--- config.mk ---
export PLATFORM = sky130hd
export DESIGN_NAME = hamming_scan_parity
export DESIGN_NICKNAME = d
export VERILOG_FILES = /design/src/rtl/hamming_scan_parity_pkg.sv /design/src/rtl/hsp_checkbits.sv /design/src/rtl/hsp_pargate.sv /design/src/rtl/hsp_scanreg.sv /design/src/rtl/hamming_scan_parity.sv
export SDC_FILE = /design/constraint.sdc
export NUM_CORES = 1
export LEC_CHECK = 0
export ABC_AREA = 1
export BUFFER_PORTS_ARGS = -buffer_cell sky130_fd_sc_hd__buf_2
export CORE_AREA = 2 2 39 41
export DETAILED_ROUTE_END_ITERATION = 16
export DIE_AREA = 0 0 41 43
export PLACE_DENSITY = 0.57
export SYNTH_ARGS = -nofsm -noshare
export SYNTH_HDL_FRONTEND = slang
export SYNTH_SLANG_ARGS = --single-unit
--- constraint.sdc ---
create_clock -name clk -period 2 [get_ports clk]
set_input_delay 0.1 -clock clk [delete_from_list [all_inputs] [get_ports clk]]
set_output_delay 0.1 -clock clk [all_outputs]
set_load 0.01 [all_outputs]
--- src/rtl/hamming_scan_parity_pkg.sv ---
package hamming_scan_parity_pkg;

    localparam int DATA_W  = 8;
    localparam int NUM_CHK = 4;

    // Next-state action of the flag register
    typedef enum logic [1:0] {
        ACT_IDLE    = 2'd0,
        ACT_HOLD    = 2'd1,
        ACT_CAPTURE = 2'd2,
        ACT_SCAN    = 2'd3
    } reg_act_e;

    // Data bits that feed check bit idx.
    // Index 3 is the nonstandard mixed group.
    function automatic logic [DATA_W-1:0] chk_mask(input int idx);
        logic [DATA_W-1:0] m;
        m = '0;
        for (int b = 0; b < DATA_W; b++) begin
            unique case (idx)
                0: m[b] = b[0];
                1: m[b] = b[1];
                2: m[b] = b[2];
                default: m[b] = (b == 1) || (b == 2) || (b == 4) || (b == 7);
            endcase
        end
        return m;
    endfunction

endpackage

--- src/rtl/hsp_checkbits.sv ---
module hsp_checkbits
    import hamming_scan_parity_pkg::*;
#(
    parameter int W = DATA_W,
    parameter int C = NUM_CHK
) (
    input  logic [W-1:0] data,
    output logic [C-1:0] chk,
    output logic         par_all
);

    // One reduction per check bit over its masked group
    for (genvar g = 0; g < C; g++) begin : g_chk
        localparam logic [W-1:0] MASK = chk_mask(g);
        assign chk[g] = ^(data & MASK);
    end

    assign par_all = ^data;

endmodule

--- src/rtl/hsp_pargate.sv ---
module hsp_pargate (
    input  logic par_all,
    input  logic odd_sel,
    input  logic bpar,
    output logic gen
);

    logic sensed;

    always_comb begin
        sensed = odd_sel ? ~par_all : par_all;
        gen    = sensed ^ bpar;
    end

endmodule

--- src/rtl/hsp_scanreg.sv ---
module hsp_scanreg
    import hamming_scan_parity_pkg::*;
(
    input  logic clk,
    input  logic rst,
    input  logic hold,
    input  logic enable,
    input  logic shift,
    input  logic par_d,
    input  logic scan_d,
    output logic q,
    output logic qn
);

    reg_act_e act;
    logic     q_nxt;
    logic     q_r;

    // Action decode: hold beats enable
    always_comb begin
        if (hold)        act = ACT_HOLD;
        else if (!enable) act = ACT_IDLE;
        else if (shift)  act = ACT_SCAN;
        else             act = ACT_CAPTURE;
    end

    always_comb begin
        unique case (act)
            ACT_IDLE:    q_nxt = q_r;
            ACT_HOLD:    q_nxt = q_r;
            ACT_CAPTURE: q_nxt = par_d;
            ACT_SCAN:    q_nxt = scan_d;
            default:     q_nxt = q_r;
        endcase
    end

    always_ff @(posedge clk) begin
        if (rst) q_r <= 1'b0;
        else     q_r <= q_nxt;
    end

    always_comb begin
        q  = q_r;
        qn = ~q_r;
    end

endmodule

--- src/rtl/hamming_scan_parity.sv ---
module hamming_scan_parity
    import hamming_scan_parity_pkg::*;
(
    input  logic              clk,
    input  logic              rst,
    input  logic [DATA_W-1:0] data_in,
    input  logic              odd_sel,
    input  logic              bpar_in,
    input  logic              hold,
    input  logic              enable,
    input  logic              shift,
    input  logic              scan_in,
    output logic [NUM_CHK-1:0] chk_out,
    output logic              word_par,
    output logic              gen_par,
    output logic              err_q,
    output logic              err_qn
);

    hsp_checkbits #(.W(DATA_W), .C(NUM_CHK)) u_chk (
        .data    (data_in),
        .chk     (chk_out),
        .par_all (word_par)
    );

    hsp_pargate u_gate (
        .par_all (word_par),
        .odd_sel (odd_sel),
        .bpar    (bpar_in),
        .gen     (gen_par)
    );

    hsp_scanreg u_reg (
        .clk    (clk),
        .rst    (rst),
        .hold   (hold),
        .enable (enable),
        .shift  (shift),
        .par_d  (gen_par),
        .scan_d (scan_in),
        .q      (err_q),
        .qn     (err_qn)
    );

endmodule

=== Word level (Yosys, flattened, before mapping) ===
Index checks and enable logic that the tools add are counted.

* Equal/unequal tests: 3
* Multiplexer cells: 5
* Bitwise operators: 3
* Reduce and logical (&&, ||, !) cells: 7

{| class="wikitable"
|+ Operators by type and width
! cell !! number
|-
| XOR reduction 8 bit || 5
|-
| == test 2 bit, second input constant || 2
|-
| two-way mux 2 bit || 2
|-
| == test 2 x 1 -> 1 bit, second input constant || 1
|-
| logical NOT 2 bit || 1
|-
| two-way mux 1 bit || 2
|-
| inverter 1 bit || 2
|-
| one-hot mux 1 bit (2 select lines) || 1
|-
| OR reduction 2 bit || 1
|-
| bitwise XOR 1 bit || 1
|}

* Register bits: 1
* Input bits: 16
* Output and inout bits: 8
* Logic and storage cells: 19

=== Logic depth before layout (Yosys ltp) ===
Gate-level depths: netlist (run 1).

* Depth in word-level cells: 5
* Mapped depth: 11
* Gate-level depth less buffers: 11

=== By module ===
Synthesis (run 1) repeated with hierarchy kept, for this count alone.

* Cells, all modules: 75
* Area total of the unflattened synthesis: 347.8 sq um

{| class="wikitable"
|+ Modules (own cells, without submodules)
! module !! instances !! cells an instance !! area an instance (sq um) !! seq. area each (sq um)
|-
| hsp_checkbits || 1 || 54 || 245.2 || 0.0
|-
| hsp_scanreg || 1 || 12 || 67.6 || 20.0
|-
| hsp_pargate || 1 || 9 || 35.0 || 0.0
|}

=== Worst setup path before layout (run 1) ===
OpenSTA, ideal clock, no wires.

* Kind: input port to flip-flop
* Start point: in data_in[4]
* End point: reg u_reg.q_r, in the netlist u_reg.q
* Arrival: 0.831 ns
* Setup slack: 1.103 ns
* Stages on the path: 9
* Path buffers: 0
* Cells stage by stage: xnor2_1 -> nand2_2 -> nand2_4 -> nand2_2 -> nand3_1 -> nand2_1 -> nand2_1 -> nand2_1 -> a21oi_2

* Longest elaborated chain between the ends: 5

{| class="wikitable"
|+ RTL lines
! what !! RTL line !! text
|-
| start, declared || hamming_scan_parity.sv:6 || <nowiki>input logic [DATA_W-1:0] data_in,</nowiki>
|-
| XOR reduction 8 bit (*) || hsp_checkbits.sv:18 || <nowiki>assign par_all = ^data;</nowiki>
|-
| inverter 1 bit || hsp_pargate.sv:11 || <nowiki>sensed = odd_sel ? ~par_all : par_all;</nowiki>
|-
| two-way mux 1 bit (*) || hsp_pargate.sv:11 ||
|-
| bitwise XOR 1 bit (*) || hsp_pargate.sv:12 || <nowiki>gen = sensed ^ bpar;</nowiki>
|-
| one-hot mux 1 bit (2 select lines) (*) || hsp_scanreg.sv:28 || <nowiki>unique case (act)</nowiki>
|-
| end signal, assigned || hsp_scanreg.sv:39 || <nowiki>else q_r <= q_nxt;</nowiki>
|-
| end, declared || hsp_scanreg.sv:17 || <nowiki>logic q_r;</nowiki>
|}

Mark *: on every way between the ends. The rest lies on a longest branch, timed or not.
A chain may end at the register's enable or synchronous reset.

=== Worst setup path after layout (run 1) ===
Ends and elaborated chain as after synthesis.

==> results by group, run 1 <==
Outcome
  • Result of the run: finished, final reports clean

Layout
  • Design Area, Final: 523 sq um
  • Sequential cell area: 20.0 sq um
  • Layout fillers: 160
  • Count of antenna diodes in the layout: 0
  • Number of flip-flops in the largest register: 1
  • Nets@finish: 111
  • Multi-input gate area: 323 sq um
  • Share of cells above drive strength 1: 38.7%
  • Synthesis-to-layout area growth: 34.8%
  • Final cell utilization of the core: 37.8%

Global route
  • Maximum number of pins on one net before global-route repair: 6
  • Antenna violations before repair: 0
  • GR Util All Layers: 7.92%
  • Wire length of the first global-routing pass: 1080 um
  • Aggregate global routing overflow: 0
  • Vias in the first global route: 306

Detailed routing
  • Post-route DRC violation count: 0
  • Sum of met2 wire segment lengths after detailed routing: 348 um
  • Met3 WL: 26 um
  • Post-DRT Antenna Nets: 0
  • Total routed wirelength: 684 um
  • DR WL/cell: 6.28 um
  • Routed metal-1 wire length: 309 um
  • Vias after detailed routing: 427
  • Max layer used: met3
  • First DRT Iteration DRCs: 0
  • Vias per cell: 3.92
  • TritonRoute pass-1 iters: 1

Synthesis
  • Mapped Avg Cell Area: 5.54 sq um
  • Yosys warning total: 0
  • Leading cell types by total area after synthesis: sky130_fd_sc_hd__nand2_1, sky130_fd_sc_hd__xnor2_1, sky130_fd_sc_hd__nand2_2
  • Number of distinct library cell variants in the gate-level netlist after synthesis: 14
  • Area of the mapped netlist: 388 sq um
  • Predominant post-synthesis flop cell: sky130_fd_sc_hd__dfxtp_1
  • Fraction of registers with async set or reset after synthesis: 0%
  • Post-synthesis sequential element count: 1
  • Seq/Total Area, Yosys: 5.16%
  • Dominant cell by count in the synthesized netlist: sky130_fd_sc_hd__nand2_1
  • Most instantiated cells after synthesis: sky130_fd_sc_hd__nand2_1, sky130_fd_sc_hd__inv_1, sky130_fd_sc_hd__nand2_2
  • Leading area contributor after synthesis: sky130_fd_sc_hd__nand2_1
  • Proportion of netlist area held by the largest area contributor: 32.9%
  • Number of cells produced by synthesis: 70
  • Post-Synthesis Net Count: 86
  • Number of synthesized flops with an enable pin: 0

STA
  • Final critical-path required period: 1080 ps
  • Final period util: 53.8%
  • Max Freq: 929 MHz
  • Final count of negative-setup-slack endpoints: 0
  • Setup Skew: 0 ps
  • Normalized max-slew margin: 85.5%
  • RSZ-0062 raised after global routing: false
  • Worst-margin pin slew: 216 ps
  • Fin. max-slew vios: 0
  • Final hold vios: 0
  • Post-Route Setup TNS: 0 ps

Power
  • Peak ir drop on the vdd network: 139 uV
  • Sequential group share of total power: 13.5%
  • Leak Pwr: 0.321 nW
  • Net load switching power: 0.0783 mW
  • Fraction of power consumed by combinational cells: 86.5%
  • Switching power as a share of total power: 47.3%
  • Power Density: 316 nW/um^2
  • Cell Int Power: 0.0872 mW
  • Part of the power in the clock network: 0%
  • Total power draw: 0.165 mW

Hold path
  • Worst hold-check path type: primary input to flop

Worst setup path
  • Required @ worst endpoint: 1930 ps
  • Critical path class: primary input to flop
  • Arrival time of data at the critical path endpoint: 1010 ps
  • Element type at the critical path start: primary input
  • Critical path capture point type: flop
  • Largest driver fanout on the critical path: 4

Place
  • Number of buffers inserted by port buffering: 23
  • Post-DP HPWL: 664 um
  • Post-placement cell area: 523 sq um
  • Final Wtd Congestion: 0.604

Floorplanning
  • Row cnt: 14
  • Initial core utilization: 28.0%
  • Area enclosed by the die boundary: 1760 sq um
  • Die span in x: 41 um
  • Chip height: 43 um
  • Boundary Pins: 24
  • Area inside the core boundary: 1380 sq um

Clock network
  • Resized cells post-CTS: 0
  • Number of buffers added to fix hold violations after cts: 0
  • Clock-pin slew on the worst setup and hold paths: 0 ps
  • Number of buffers inserted by post-CTS setup repair: 0
  • Latest clock arrival within the worst-skew pair: 0 ps

Run
  • Reported max-cap violation count: 0
path summary, 6_finish.rpt:
path,from,endpoint,slack (ps),depth (start not counted)
setup / recovery,data_in[4],u_reg.q,920,10
hold / removal,rst,u_reg.q,270,2
setup reg to reg,u_reg.q,u_reg.q,1410,2
hold reg to reg,u_reg.q,u_reg.q,480,2
through the flow:
| stage | hold WS, ps | worst slack (ps) | instances |
|---|---|---|---|
| global route | 284 | 745 | 109 |
| global placement | 263 | 921 | 109 |
| CTS | 269 | 902 | 109 |
| detailed placement | 267 | 906 | 109 |
| finish | 267 | 924 | 109 |
| floorplan | 162 | 1100 | 70 |
area by class of cell:
type                       count  share of cell area [%]
inverter                      12                    8.61
sequential                     1                    3.83
timing repair buffer          23                    22.0
tap                           16                    3.83
multi-input combinational     57                    61.7
placed cells by master (no fill, tap or decap):
cell / instances
sky130_fd_sc_hd__nor2_1: 1
sky130_fd_sc_hd__dfxtp_1: 1
sky130_fd_sc_hd__inv_1: 11
sky130_fd_sc_hd__xor2_1: 2
sky130_fd_sc_hd__a21oi_2: 1
sky130_fd_sc_hd__inv_2: 1
sky130_fd_sc_hd__buf_2: 23
sky130_fd_sc_hd__xnor2_1: 6
sky130_fd_sc_hd__xnor2_4: 1
sky130_fd_sc_hd__nand2_1: 34
sky130_fd_sc_hd__nand2_2: 8
sky130_fd_sc_hd__nand3b_1: 1
sky130_fd_sc_hd__nand3_1: 1
sky130_fd_sc_hd__nand2_4: 1
sky130_fd_sc_hd__nor2_4: 1
power by group through the flow:
stage          Sequential (mW)  Clock [mW]  Combinational [mW]
2_1_floorplan           0.0230           0              0.0924
3_5_place_dp            0.0224           0               0.146
3_3_place_gp            0.0224           0               0.144
6_report                0.0224           0               0.143
4_1_cts                 0.0224           0               0.146
5_1_grt                 0.0226           0               0.162
critical path, cell delays in order:
cell                      delay [ps]
sky130_fd_sc_hd__buf_2           130
sky130_fd_sc_hd__xnor2_1         220
sky130_fd_sc_hd__nand2_2          90
sky130_fd_sc_hd__nand2_4          70
sky130_fd_sc_hd__nand2_2          50
sky130_fd_sc_hd__nand3_1          70
sky130_fd_sc_hd__nand2_1          70
sky130_fd_sc_hd__nand2_1          50
sky130_fd_sc_hd__nand2_1          50
sky130_fd_sc_hd__a21oi_2         100
kinds of logic (layout without fill, tap and decap cells):
| family | Yosys count | after routing | synth area share [%] |
|---|---|---|---|
| compound gates | 1 | 1 | 2.26 |
| xor+xnor | 9 | 9 | 25.2 |
| buf+inv | 12 | 35 | 11.6 |
| flops | 1 | 1 | 5.16 |
| simple gates | 47 | 47 | 55.8 |
per-layer routing:
metal	track usage, %	vias up
met5	0	-
met4	0	0
met2	15.0	5
met1	9.90	175
li1	-	247
met3	0	0
No activity file was read; power rests on OpenSTA's default activity.
==> run 2, diff against run 1 <==
--- a/config.mk
+++ b/config.mk
@@ -5,12 +5,12 @@
 export SDC_FILE = /design/constraint.sdc
 export NUM_CORES = 1
 export LEC_CHECK = 0
-export ABC_AREA = 1
+export ABC_AREA = 0
 export BUFFER_PORTS_ARGS = -buffer_cell sky130_fd_sc_hd__buf_2
 export CORE_AREA = 2 2 39 41
 export DETAILED_ROUTE_END_ITERATION = 16
 export DIE_AREA = 0 0 41 43
-export PLACE_DENSITY = 0.57
+export PLACE_DENSITY = 0.45
 export SYNTH_ARGS = -nofsm -noshare
 export SYNTH_HDL_FRONTEND = slang
 export SYNTH_SLANG_ARGS = --single-unit
==> constraint.sdc (replaced) <==
create_clock -name clk -period 1.1 [get_ports clk]
set_input_delay 0.055 -clock clk [delete_from_list [all_inputs] [get_ports clk]]
set_output_delay 0.055 -clock clk [all_outputs]
set_load 0.01 [all_outputs]
==> run 2 against run 1 <==
  * The run now ends with setup timing left
  * Sequential power rose by 90%
  * First-iteration DRC count unchanged
  * Clock skew is the same
  * Via count fell by 36%
  * Global-route usage fell by 0.49 points
  * Synthesized cell count fell by 66%
  * Die area did not move
  * Power grew to 3.0 times the previous value
  * Hold slack improved by 16 ps
  * Critical path type is now primary input to output port
  * Largest cell class unchanged
==> results by group, run 2 <==
Outcome
  • Result of the run: finished with violations
  • Violations in the final reports: setup timing

Place
  • Final Wtd Congestion: 0.575
  • Post-DP HPWL: 527 um
  • Post-placement cell area: 435 sq um
  • Number of buffers inserted by port buffering: 23

Worst setup path
  • Critical path capture point type: output port
  • Element type at the critical path start: primary input
  • R2R Setup Slk: 270 ps
  • Capture point of the worst path: gen_par
  • Capture instance of the worst register-to-register path: u_reg.q
  • Critical path class: primary input to output port
  • Largest driver fanout on the critical path: 2
  • Launch point of the critical path: data_in[0]
  • Arrival time of data at the critical path endpoint: 1130 ps
  • Startpoint of the worst-slack reg-to-reg timing path: u_reg.q
  • R2R cell count: 3
  • Required @ worst endpoint: 1040 ps

Power
  • Switching power as a share of total power: 37.5%
  • Peak ir drop on the vdd network: 495 uV
  • Fraction of power consumed by combinational cells: 91.3%
  • Net load switching power: 0.184 mW
  • Part of the power in the clock network: 0%
  • Power Density: 858 nW/um^2
  • Sequential group share of total power: 8.7%
  • Leak Pwr: 0.266 nW
  • Total power draw: 0.491 mW
  • Cell Int Power: 0.307 mW

Global route
  • GR Util All Layers: 7.43%
  • Antenna violations before repair: 0
  • Vias in the first global route: 268
  • Aggregate global routing overflow: 0
  • Maximum number of pins on one net before global-route repair: 3
  • Wire length of the first global-routing pass: 952 um

STA
  • Final hold vios: 0
  • Fin. max-slew vios: 0
  • RSZ-0062 raised after global routing: true
  • Normalized max-slew margin: 83.3%
  • Final period util: 108%
  • Max Freq: 843 MHz
  • Worst-margin pin slew: 250 ps
  • Setup Skew: 0 ps
  • Final critical-path required period: 1190 ps
  • Worst-case setup margin in the final layout: -85.9 ps
  • Final count of negative-setup-slack endpoints: 2

Layout
  • Nets@finish: 74
  • Synthesis-to-layout area growth: 138%
  • Share of cells above drive strength 1: 75.0%
  • Most common cell after layout, fill and taps aside: sky130_fd_sc_hd__buf_2
  • Count of antenna diodes in the layout: 0
  • Layout fillers: 132
  • Final cell utilization of the core: 41.3%
  • Leading cell types in the layout, fill and taps excluded: sky130_fd_sc_hd__buf_2, sky130_fd_sc_hd__buf_4, sky130_fd_sc_hd__xnor2_1, sky130_fd_sc_hd__buf_6
  • Number of flip-flops in the largest register: 1
  • Design Area, Final: 572 sq um

Synthesis
  • Fraction of registers with async set or reset after synthesis: 0%
  • Number of distinct library cell variants in the gate-level netlist after synthesis: 12
  • Area of the mapped netlist: 240 sq um
  • Proportion of netlist area held by the largest area contributor: 29.2%
  • Leading cell types by total area after synthesis: sky130_fd_sc_hd__xnor2_1, sky130_fd_sc_hd__xnor2_2, sky130_fd_sc_hd__xor2_1
  • Predominant post-synthesis flop cell: sky130_fd_sc_hd__dfxtp_1
  • Yosys warning total: 0
  • Seq/Total Area, Yosys: 8.33%
  • Leading area contributor after synthesis: sky130_fd_sc_hd__xnor2_1
  • Dominant cell by count in the synthesized netlist: sky130_fd_sc_hd__xnor2_1
  • Number of synthesized flops with an enable pin: 0
  • Number of cells produced by synthesis: 24
  • Post-Synthesis Net Count: 40
  • Post-synthesis sequential element count: 1
  • Mapped Avg Cell Area: 10.0 sq um
  • Most instantiated cells after synthesis: sky130_fd_sc_hd__xnor2_1, sky130_fd_sc_hd__inv_1, sky130_fd_sc_hd__xor2_1

Detailed routing
  • Post-route DRC violation count: 0
  • Vias after detailed routing: 272
  • Total routed wirelength: 687 um
  • TritonRoute pass-1 iters: 1
  • First DRT Iteration DRCs: 0
  • DR WL/cell: 9.54 um
  • Post-DRT Antenna Nets: 0
  • Vias per cell: 3.78

Hold path
  • Worst hold-check path type: primary input to flop
  • Number of cells traversed by the worst hold path: 2

Floorplanning
  • Chip height: 43 um
  • Boundary Pins: 24
  • Area enclosed by the die boundary: 1760 sq um
  • Area inside the core boundary: 1380 sq um
  • Initial core utilization: 17.4%
  • Die span in x: 41 um
  • Row cnt: 14

Clock network
  • Clock-pin slew on the worst setup and hold paths: 0 ps
  • Latest clock arrival within the worst-skew pair: 0 ps
  • Number of buffers added to fix hold violations after cts: 0

Run
  • Reported max-cap violation count: 0
==> run 2: metrics by stage <==
stage | setup TNS [ps] | hold WS [ps] | worst slack [ps] | instances
floorplan | 0 | 167 | 48.8 | 24
global placement | -223 | 288 | -142 | 71
detailed placement | -218 | 285 | -137 | 71
CTS | -144 | 285 | -102 | 73
global route | -238 | 300 | -140 | 72
finish | -126 | 283 | -85.9 | 72
==> run 2: critical path: stages <==
cell and delay, ps:
sky130_fd_sc_hd__buf_8 100, sky130_fd_sc_hd__xor2_4 170, sky130_fd_sc_hd__xnor2_2 170, sky130_fd_sc_hd__xnor3_2 460, sky130_fd_sc_hd__inv_2 70, sky130_fd_sc_hd__buf_6 90
==> run 2: kinds of logic after synthesis <==
family | Yosys count | share of synthesized area [%]
xor gates and xnor gates | 15 | 70.3
buffers and inverters | 3 | 4.69
AOI/OAI and AO/OA | 1 | 5.21
and+or+nand+nor | 3 | 6.77
DFF | 1 | 8.33
muxes | 1 | 4.69
==> run 2: cell type report <==
cell class / count / area [sq um] / share of cell area, %
Tap cell: 16 / 20.0 / 3.50
Timing Repair Buffer: 32 / 244 / 42.7
Multi-Input combinational cell: 20 / 277 / 48.4
Sequential cell: 1 / 20.0 / 3.50
Inverter: 3 / 11.3 / 1.97
==> run 2: how the worst min path moves through the flow <==
stage,start,end,slack (ps)
floorplan,rst,u_reg.q,170
global placement,rst,u_reg.q,290
detailed placement,rst,u_reg.q,290
CTS,rst,u_reg.q,290
global route,rst,u_reg.q,300
finish,rst,u_reg.q,280
==> run 2: power by group through the flow <==
stage | Clock (mW) | Combinational, mW | Sequential [mW]
3_3_place_gp | 0 | 0.371 | 0.0426
5_1_grt | 0 | 0.489 | 0.0432
4_1_cts | 0 | 0.390 | 0.0426
6_report | 0 | 0.448 | 0.0425
2_1_floorplan | 0 | 0.206 | 0.0444
3_5_place_dp | 0 | 0.369 | 0.0426
==> run 2: metal layers <==
layer	global-route usage [%]	up-vias	wire length [um]
li1	-	137	-
met1	8.04	111	248
met2	15.0	24	340
met3	0.524	0	98
met4	0	0	0
met5	0	-	0
==> run 2: repair_timing <==
item,in CTS,in global routing
pin swaps,4,4
endpoints found under the hold margin,0,0
setup endpoints to repair,2,3
resized for setup,8,17
buffers inserted,2,0
